File: config.mk
export PLATFORM = sky130hd
export DESIGN_NAME = bank_serial_port
export DESIGN_NICKNAME = d
export VERILOG_FILES = /design/src/rtl/bank_serial_pkg.sv /design/src/rtl/wr_lockout.sv /design/src/rtl/serial_shifter.sv /design/src/rtl/bank_regfile.sv /design/src/rtl/prg_mapper.sv /design/src/rtl/bank_serial_port.sv
export SDC_FILE = /design/constraint.sdc
export NUM_CORES = 1
export LEC_CHECK = 0
export BUFFER_PORTS_ARGS = -buffer_cell sky130_fd_sc_hd__buf_2
export CAP_MARGIN = 20
export CELL_PAD_IN_SITES_DETAIL_PLACEMENT = 0
export CELL_PAD_IN_SITES_GLOBAL_PLACEMENT = 1
export CORE_AREA = 3 3 61 63
export CTS_CLUSTER_DIAMETER = 30
export DETAILED_ROUTE_END_ITERATION = 16
export DIE_AREA = 0 0 64 66
export PLACE_DENSITY = 0.84
export RECOVER_POWER = 100
export SLEW_MARGIN = 20
export SYNTH_ARGS = -nofsm -noshare
export SYNTH_HDL_FRONTEND = slang
export SYNTH_SLANG_ARGS = --single-unit
File: constraint.sdc
create_clock -name clk -period 3.3 [get_ports clk]
set_input_delay 0.495 -clock clk [delete_from_list [all_inputs] [get_ports clk]]
set_output_delay 0.495 -clock clk [all_outputs]
set_load 0.05 [all_outputs]
File: src/rtl/bank_serial_pkg.sv
package bank_serial_pkg;
  localparam int SHIFT_W     = 5;
  localparam int LOCK_CYCLES = 2;
  localparam int PRG_W       = SHIFT_W - 1;
  localparam int CNT_W       = $clog2(SHIFT_W + 1);
  localparam int LOCK_W      = $clog2(LOCK_CYCLES + 1);
  localparam logic [SHIFT_W-1:0] CTRL_RESET = 5'b01100;
  localparam int SIZE_BIT    = 3;
  localparam int SLOT_BIT    = 2;

  typedef enum logic [1:0] {
    TGT_CTRL = 2'd0,
    TGT_CHR0 = 2'd1,
    TGT_CHR1 = 2'd2,
    TGT_PRG  = 2'd3
  } target_e;
endpackage

File: src/rtl/wr_lockout.sv
module wr_lockout
  import bank_serial_pkg::*;
(
  input  logic clk,
  input  logic rst_n,
  input  logic wr_en,
  output logic accept,
  output logic busy
);
  logic [LOCK_W-1:0] lock_q;

  assign busy   = (lock_q != '0);
  assign accept = wr_en && !busy;

  always_ff @(posedge clk or negedge rst_n) begin
    if (!rst_n)      lock_q <= '0;
    else if (accept) lock_q <= LOCK_W'(LOCK_CYCLES);
    else if (busy)   lock_q <= lock_q - 1'b1;
  end

  assert_lock_reload_R1: assert property (@(posedge clk) disable iff (!rst_n)
    accept |=> (lock_q == LOCK_W'(LOCK_CYCLES)));

  assert_lock_drain_R2: assert property (@(posedge clk) disable iff (!rst_n)
    (wr_en && busy) |=> (lock_q == $past(lock_q) - 1'b1));
endmodule

File: src/rtl/serial_shifter.sv
module serial_shifter
  import bank_serial_pkg::*;
(
  input  logic               clk,
  input  logic               rst_n,
  input  logic               wr_en,
  input  logic               accept,
  input  logic               wr_bit,
  input  logic               wr_restart,
  output logic [CNT_W-1:0]   shift_count,
  output logic [SHIFT_W-1:0] shift_bits,
  output logic               commit,
  output logic               restart,
  output logic [SHIFT_W-1:0] commit_value
);
  logic last_bit;

  assign restart      = accept && wr_restart;
  assign last_bit     = (shift_count == CNT_W'(SHIFT_W - 1));
  assign commit       = accept && !wr_restart && last_bit;
  assign commit_value = {wr_bit, shift_bits[SHIFT_W-1:1]};

  always_ff @(posedge clk or negedge rst_n) begin
    if (!rst_n) begin
      shift_count <= '0;
      shift_bits  <= '0;
    end else if (restart || commit) begin
      shift_count <= '0;
      shift_bits  <= '0;
    end else if (accept) begin
      shift_count <= shift_count + 1'b1;
      shift_bits  <= commit_value;
    end
  end

  assert_drop_keeps_shift_R2: assert property (@(posedge clk) disable iff (!rst_n)
    (wr_en && !accept) |=> ($stable(shift_count) && $stable(shift_bits)));

  assert_restart_clears_R3: assert property (@(posedge clk) disable iff (!rst_n)
    restart |=> (shift_count == '0 && shift_bits == '0));

  assert_count_range_R4: assert property (@(posedge clk) disable iff (!rst_n)
    shift_count <= CNT_W'(SHIFT_W - 1));
endmodule

File: src/rtl/bank_regfile.sv
module bank_regfile
  import bank_serial_pkg::*;
(
  input  logic               clk,
  input  logic               rst_n,
  input  logic               commit,
  input  logic               restart,
  input  logic [1:0]         target,
  input  logic [SHIFT_W-1:0] value,
  output logic [SHIFT_W-1:0] ctrl_reg,
  output logic [SHIFT_W-1:0] chr_bank0,
  output logic [SHIFT_W-1:0] chr_bank1,
  output logic [PRG_W-1:0]   prg_bank,
  output logic               ram_off
);
  target_e tgt;
  assign tgt = target_e'(target);

  always_ff @(posedge clk or negedge rst_n) begin
    if (!rst_n) begin
      ctrl_reg  <= CTRL_RESET;
      chr_bank0 <= '0;
      chr_bank1 <= '0;
      prg_bank  <= '0;
      ram_off   <= 1'b0;
    end else if (restart) begin
      ctrl_reg[SIZE_BIT] <= 1'b1;
    end else if (commit) begin
      unique case (tgt)
        TGT_CTRL: ctrl_reg  <= value;
        TGT_CHR0: chr_bank0 <= value;
        TGT_CHR1: chr_bank1 <= value;
        TGT_PRG: begin
          prg_bank <= value[PRG_W-1:0];
          ram_off  <= value[SHIFT_W-1];
        end
      endcase
    end
  end

  assert_commit_prg_R5: assert property (@(posedge clk) disable iff (!rst_n)
    (commit && tgt == TGT_PRG) |=> (prg_bank == $past(value[PRG_W-1:0])));

  assert_restart_size_R3: assert property (@(posedge clk) disable iff (!rst_n)
    restart |=> (ctrl_reg[SIZE_BIT] && $stable(prg_bank) && $stable(chr_bank0)));
endmodule

File: src/rtl/prg_mapper.sv
module prg_mapper
  import bank_serial_pkg::*;
(
  input  logic               size_16k,
  input  logic               slot_low,
  input  logic [PRG_W-1:0]   prg_bank,
  input  logic               a14,
  output logic [PRG_W-1:0]   bank_sel
);
  always_comb begin
    if (!size_16k)     bank_sel = {prg_bank[PRG_W-1:1], a14};
    else if (slot_low) bank_sel = a14 ? '1 : prg_bank;
    else               bank_sel = a14 ? prg_bank : '0;
  end
endmodule

File: src/rtl/bank_serial_port.sv
module bank_serial_port
  import bank_serial_pkg::*;
(
  input  logic               clk,
  input  logic               rst_n,
  input  logic               wr_en,
  input  logic [1:0]         wr_target,
  input  logic               wr_bit,
  input  logic               wr_restart,
  input  logic               rd_a14,
  output logic [CNT_W-1:0]   shift_count,
  output logic [SHIFT_W-1:0] shift_bits,
  output logic [SHIFT_W-1:0] ctrl_reg,
  output logic [SHIFT_W-1:0] chr_bank0,
  output logic [SHIFT_W-1:0] chr_bank1,
  output logic [PRG_W-1:0]   prg_bank,
  output logic               ram_off,
  output logic [PRG_W-1:0]   prg_bank_sel
);
  logic               accept;
  logic               busy;
  logic               commit;
  logic               restart;
  logic [SHIFT_W-1:0] commit_value;

  wr_lockout u_lockout (
    .clk    (clk),
    .rst_n  (rst_n),
    .wr_en  (wr_en),
    .accept (accept),
    .busy   (busy)
  );

  serial_shifter u_shifter (
    .clk          (clk),
    .rst_n        (rst_n),
    .wr_en        (wr_en),
    .accept       (accept),
    .wr_bit       (wr_bit),
    .wr_restart   (wr_restart),
    .shift_count  (shift_count),
    .shift_bits   (shift_bits),
    .commit       (commit),
    .restart      (restart),
    .commit_value (commit_value)
  );

  bank_regfile u_regs (
    .clk       (clk),
    .rst_n     (rst_n),
    .commit    (commit),
    .restart   (restart),
    .target    (wr_target),
    .value     (commit_value),
    .ctrl_reg  (ctrl_reg),
    .chr_bank0 (chr_bank0),
    .chr_bank1 (chr_bank1),
    .prg_bank  (prg_bank),
    .ram_off   (ram_off)
  );

  prg_mapper u_mapper (
    .size_16k (ctrl_reg[SIZE_BIT]),
    .slot_low (ctrl_reg[SLOT_BIT]),
    .prg_bank (prg_bank),
    .a14      (rd_a14),
    .bank_sel (prg_bank_sel)
  );

  assert_busy_blocks_R1: assert property (@(posedge clk) disable iff (!rst_n)
    accept |=> busy);

  assert_map_32k_R7: assert property (@(posedge clk) disable iff (!rst_n)
    !ctrl_reg[SIZE_BIT] |-> (prg_bank_sel[PRG_W-1:1] == prg_bank[PRG_W-1:1]
                             && prg_bank_sel[0] == rd_a14));

  assert_map_fixed_hi_R8: assert property (@(posedge clk) disable iff (!rst_n)
    (ctrl_reg[SIZE_BIT] && ctrl_reg[SLOT_BIT] && rd_a14) |-> (prg_bank_sel == '1));

  assert_map_fixed_lo_R9: assert property (@(posedge clk) disable iff (!rst_n)
    (ctrl_reg[SIZE_BIT] && !ctrl_reg[SLOT_BIT] && !rd_a14) |-> (prg_bank_sel == '0));
endmodule

### Yosys cells after proc, flatten, opt, wreduce, memory -nomap -nowiden

Index checks and enable logic that the tools add are counted.

* bits in registers: 30
* output and inout port bits: 32
* logic and storage cells: 47

* $add $sub $neg: 2
* eq/ne operators: 4
* multiplexer cells: 13
* bitwise logic cells: 1
* reductions and logical operators: 18

Operators by type and width (number)
* $mux 4: 6
* $reduce_and 3->1: 4
* $mux 5: 2
* $reduce_bool 2->1: 5
* $mux 3: 2
* $eq 2x2->1 const B: 2
* $logic_and 1x1->1: 4
* $mux 2: 2
* $add 3x1->3 const B: 1
* $eq 3x3->1 const B: 1
* $eq 2x1->1 const B: 1
* $logic_not 1->1: 2
* $logic_not 2->1: 1
* $reduce_and 2->1: 1
* $sub 2x1->2 const B: 1
* $logic_or 1x1->1: 1
* $mux 1: 1
* $not 1->1: 1

### Longest topological paths before layout

* depth in word-level cells: 7
* mapped depth: 5
* mapped depth without buffers: 5

### By module

From an unflattened synthesis, not the netlist that was laid out.

* cells, all modules: 113
* area, all modules: 1442.6 um^2

By module, submodules not included
* bank_regfile: instances 1, cells each 47, area each 807.0 um^2
* serial_shifter: instances 1, cells each 41, area each 435.4 um^2
* wr_lockout: instances 1, cells each 10, area each 110.1 um^2
* prg_mapper: instances 1, cells each 15, area each 90.1 um^2

### Worst setup path before layout

No wires, ideal clock.

* path type: register to output
* start point: register u_regs.prg_bank[0]
* end point: output prg_bank_sel[0]
* arrival time: 1858 ps
* path slack: 947 ps
* stages on the path, launching flop included: 3
* path buffers: 0
* cells stage by stage: dfrtp_1 -> a21oi_1 -> o21ai_0

* longest elaborated chain between the ends: 3
* elaborated cells on any way between the ends: 4
* those cells by class: mux: 4

RTL lines
* from (decl): line bank_regfile.sv:13 `output logic [PRG_W-1:0] prg_bank,`
* from (signal assigned): line bank_regfile.sv:34 `prg_bank <= value[PRG_W-1:0];`
* $mux 4 (on tied branches): line prg_mapper.sv:13, prg_mapper.sv:12
* $mux 4 (*): line prg_mapper.sv:12 `else if (slot_low) bank_sel = a14 ? '1 : prg_bank;`
* $mux 4 (*): line prg_mapper.sv:11 `if (!size_16k) bank_sel = {prg_bank[PRG_W-1:1], a14};`
* to (decl): line bank_serial_port.sv:18 `output logic [PRG_W-1:0] prg_bank_sel`

Mark *: on every way between the ends. The rest lies on a longest branch, timed or not.

### Final worst setup path

* start point: register u_lockout.lock_q[0]
* end point: register u_regs.chr_bank1[0]

* longest elaborated chain between the ends: 6
* elaborated cells on any way between the ends: 8
* those cells by class: bitwise: 1; reduce/logical: 7

RTL lines
* from (decl): line wr_lockout.sv:10 `logic [LOCK_W-1:0] lock_q;`
* from (signal assigned): line wr_lockout.sv:17 `else if (accept) lock_q <= LOCK_W'(LOCK_CYCLES);`
* from (signal assigned): line wr_lockout.sv:18 `else if (busy) lock_q <= lock_q - 1'b1;`
* $reduce_bool 2->1 (*): line wr_lockout.sv:12 `assign busy = (lock_q != '0);`
* $logic_not 1->1 (*): line wr_lockout.sv:13 `assign accept = wr_en && !busy;`
* $logic_and 1x1->1 (*): line wr_lockout.sv:13
* $logic_and 1x1->1 (on tied branches): line serial_shifter.sv:20, serial_shifter.sv:18
* $logic_and 1x1->1 / $not 1->1 (equally long branches)
* $reduce_and 3->1 (no source line) (*)
* to (signal assigned): line bank_regfile.sv:32 `TGT_CHR1: chr_bank1 <= value;`
* to (decl): line bank_regfile.sv:12 `output logic [SHIFT_W-1:0] chr_bank1,`

Marked as above.
A chain may end at the register's enable or synchronous reset.

==> metrics.md <==
| Metric | Value |
|---|---|
| DP Wirelength | `1950 um` |
| Critical Path Start Type | `flip-flop` |
| Top post-synthesis cells by area | `dfrtp_1 51%, mux2_2 16%, dfstp_2 3.8%, a22o_1 3.8%, a21oi_1 3.3%` |
| Post-Route WL | `2712 um` |
| Worst Path Arrival | `2.64 ns` |
| Layout area overhead | `14.55%` |
| Worst reg2reg path startpoint | `u_lockout.lock_q[0]$_DFFE_PN0P_` |
| Kind of end point of the critical path | `flip-flop` |
| Clk_skew | `0.003648 ns` |
| Die area | `4224 um2` |
| Clock Pin Slew Worst Setup and Hold Paths | `0.09 ns` |
| Commonest non-fill, non-tap cell in the layout | `clkbuf_1` |
| Synthesized netlist cell count | `103` |
| GRT Util Overall | `14.65%` |
| Clock buffer depth | `2` |
| Hold Path Class | `in -> reg` |
| Worst-margin pin slew | `1.524 ns` |
| Routed wire per std cell | `13.98 um` |
| Number of global-route vias before repair | `932` |
| Clock network fraction of total power | `18.7%` |
| Leading area contributor after synthesis | `dfrtp_1` |
| Clock Latency Late Sink | `0.33 ns` |
| Post-synthesis average cell area | `13.28 um2` |
| Slew Limit Fails | `31` |
| Worst Setup SP | `u_lockout.lock_q[0]$_DFFE_PN0P_` |
| DRT antenna net count | `0` |
| Global-route wire length before repair | `4560 um` |
| Logic gate share of total power | `38.8%` |
| Max Cap Violations | `1` |
| Synth unique cells | `22` |
| Critical path type | `reg -> reg` |
| Leak Pwr | `0.7402 nW` |
| Failing checks | `max-capacitance violations, max-slew violations` |
| CP Max Fanout | `6` |
| Setup-failing EPs final | `0` |
| Antenna fix cells | `0` |
| Crit path required time | `3.52 ns` |
| Starting Density | `41.64%` |
| Outcome | `finished, violations left` |
| Net Sw Frac | `45.94%` |
| Row count | `21` |
| TNS Setup | `0 ns` |
| Synth top area share | `51.24%` |
| Via density | `4.985` |
| Drt first pass iters | `4` |
| Yosys warns | `0` |
| Worst slew margin | `-1.608%` |
| Seq/Total Area, Yosys | `55.08%` |
| Initial DRC Count | `40` |
| Commonest non-fill, non-tap cells in the layout | `32 x clkbuf_1, 28 x dfrtp_1, 18 x mux2_2` |
| Share of layout cells above drive strength 1 | `22.97%` |
| Unrepaired setup endpoints after global routing | `no` |
| Hold Startpoint | `wr_restart` |
| Pin count of the biggest net entering global routing | `31` |
| Power per cell area | `786.0 nW/um2` |
| # clock sinks | `30` |
| Io pins | `40` |
| Psw | `0.0005656 W` |
| Vias | `967` |
| CTS HTree Levels | `2` |
| Internal power | `0.0006656 W` |
| Nets | `158` |
| IO buf count | `39` |
| Final Util | `47.70%` |
| Worst VDD drop | `362.7 uV` |
| Sequential share of power | `42.5%` |
| Global route overflow | `0` |
| Post-route clock period utilization | `73.27%` |
| Num CTS Buffers | `5` |
| FMAX | `413.6 MHz` |
| FF+latch count, synth | `30` |
| Cell Area, Synth | `1368 um2` |
| Final hold vios | `0` |
| Fill cells | `337` |
| Tmin final | `2.418 ns` |
| Root Buffer | `clkbuf_4` |
| Syn nets | `114` |
| RePlAce Congestion | `0.7720` |
| Antenna violations before repair | `0` |
| DR DRC count | `0` |
| Post-CTS Setup Bufs | `0` |
| CORE AREA | `3284 um2` |
| Post_cts resized | `0` |
| Hold buffers post-CTS | `0` |
| Die Span Y | `66 um` |
| DIE WIDTH | `64 um` |
| CTS tree | `done` |
## cells by family (layout without fill, tap and decap cells)
kind of cell    Yosys count  in the layout  share of synthesized area [%]
mux                      21             21                          17.20
simple gates             18             18                          11.80
buf+inv                  10             55                          3.293
compound gates           21             21                          9.881
fa+ha+maj                 3              3                          2.745
flops                    30             30                          55.08
## routing by layer
metal / vias up / part of all wire, % / track usage, %
met2: 33 / 42 / 21.42
met4: 0 / 1.6 / 6.469
met1: 471 / 49 / 18.83
li1: 459 / - / -
met3: 4 / 7.2 / 6.122
met5: - / 0 / 0
## cell usage after synthesis
cell	instances
dfrtp_1	28
mux2_2	20
a21oi_1	9
inv_1	8
a22o_1	6
nand2_1	4
nor2_1	4
o21ai_0	4
ha_1	3
buf_4	2
dfstp_2	2
nand2b_1	2
nor4_4	2
a41oi_1	1
mux2i_1	1
nand3_1	1
nand3b_4	1
nor3_2	1
nor3b_1	1
nor4b_4	1
o31a_1	1
or4b_1	1
## final cells by class
| cell class | instances | area [um2] | area share [%] |
|---|---|---|---|
| sequential | 30 | 753.2 | 48.08 |
| clock buffer | 6 | 51.30 | 3.275 |
| multi-input combinational | 63 | 506.7 | 32.35 |
| timing repair buffer | 39 | 155.1 | 9.904 |
| clock inverter | 2 | 12.51 | 0.7987 |
| tap | 46 | 57.56 | 3.674 |
| inverter | 8 | 30.03 | 1.917 |
## power groups by stage
| stage | Clock, W | Sequential (W) | Combinational, W |
|---|---|---|---|
| floorplan | 0 | 0.000705 | 0.000219 |
| finish | 0.000231 | 0.000523 | 0.000478 |
| global route | 0.000260 | 0.000538 | 0.000516 |
| global placement | 0 | 0.000524 | 0.000516 |
| detailed placement | 0 | 0.000528 | 0.000524 |
| CTS | 0.000241 | 0.000523 | 0.000524 |
## path summary, 6_finish.rpt
check	end	slack, ns	cells after the start
setup reg to reg	u_regs.chr_bank1[0]$_DFFE_PN0P_	0.88	5
hold / removal	u_shifter.shift_count[2]$_DFFE_PN0P_	0.40	2
setup / recovery	u_regs.chr_bank1[0]$_DFFE_PN0P_	0.88	5
hold reg to reg	u_lockout.lock_q[0]$_DFFE_PN0P_	0.48	1
min in group asynchronous	u_shifter.shift_count[2]$_DFFE_PN0P_	0.53	1
max in group asynchronous	u_lockout.lock_q[0]$_DFFE_PN0P_	1.90	1
## critical path: stages, from the launching register on
cell and delay [ns]:
dfrtp_1 0.40, inv_1 0.06, ha_1 0.25, nand3b_1 0.20, nor4b_1 0.98, mux2_2 0.42
## stage by stage
step / total power, W / hold slack [ns] / cell area (um2) / instances / worst slack [ns]
finish: 0.001231 / 0.3983 / 1567 / 194 / 0.8820
detailed placement: 0.001052 / 0.4745 / 1605 / 186 / 1.378
CTS: 0.001288 / 0.1941 / 1669 / 194 / 1.286
floorplan: 0.0009240 / 0.1994 / 1368 / 103 / 0.9472
global placement: 0.001040 / 0.4625 / 1605 / 186 / 1.430
global route: 0.001313 / 0.3863 / 1567 / 194 / 0.6397
Power figures use the tool's default switching activity.
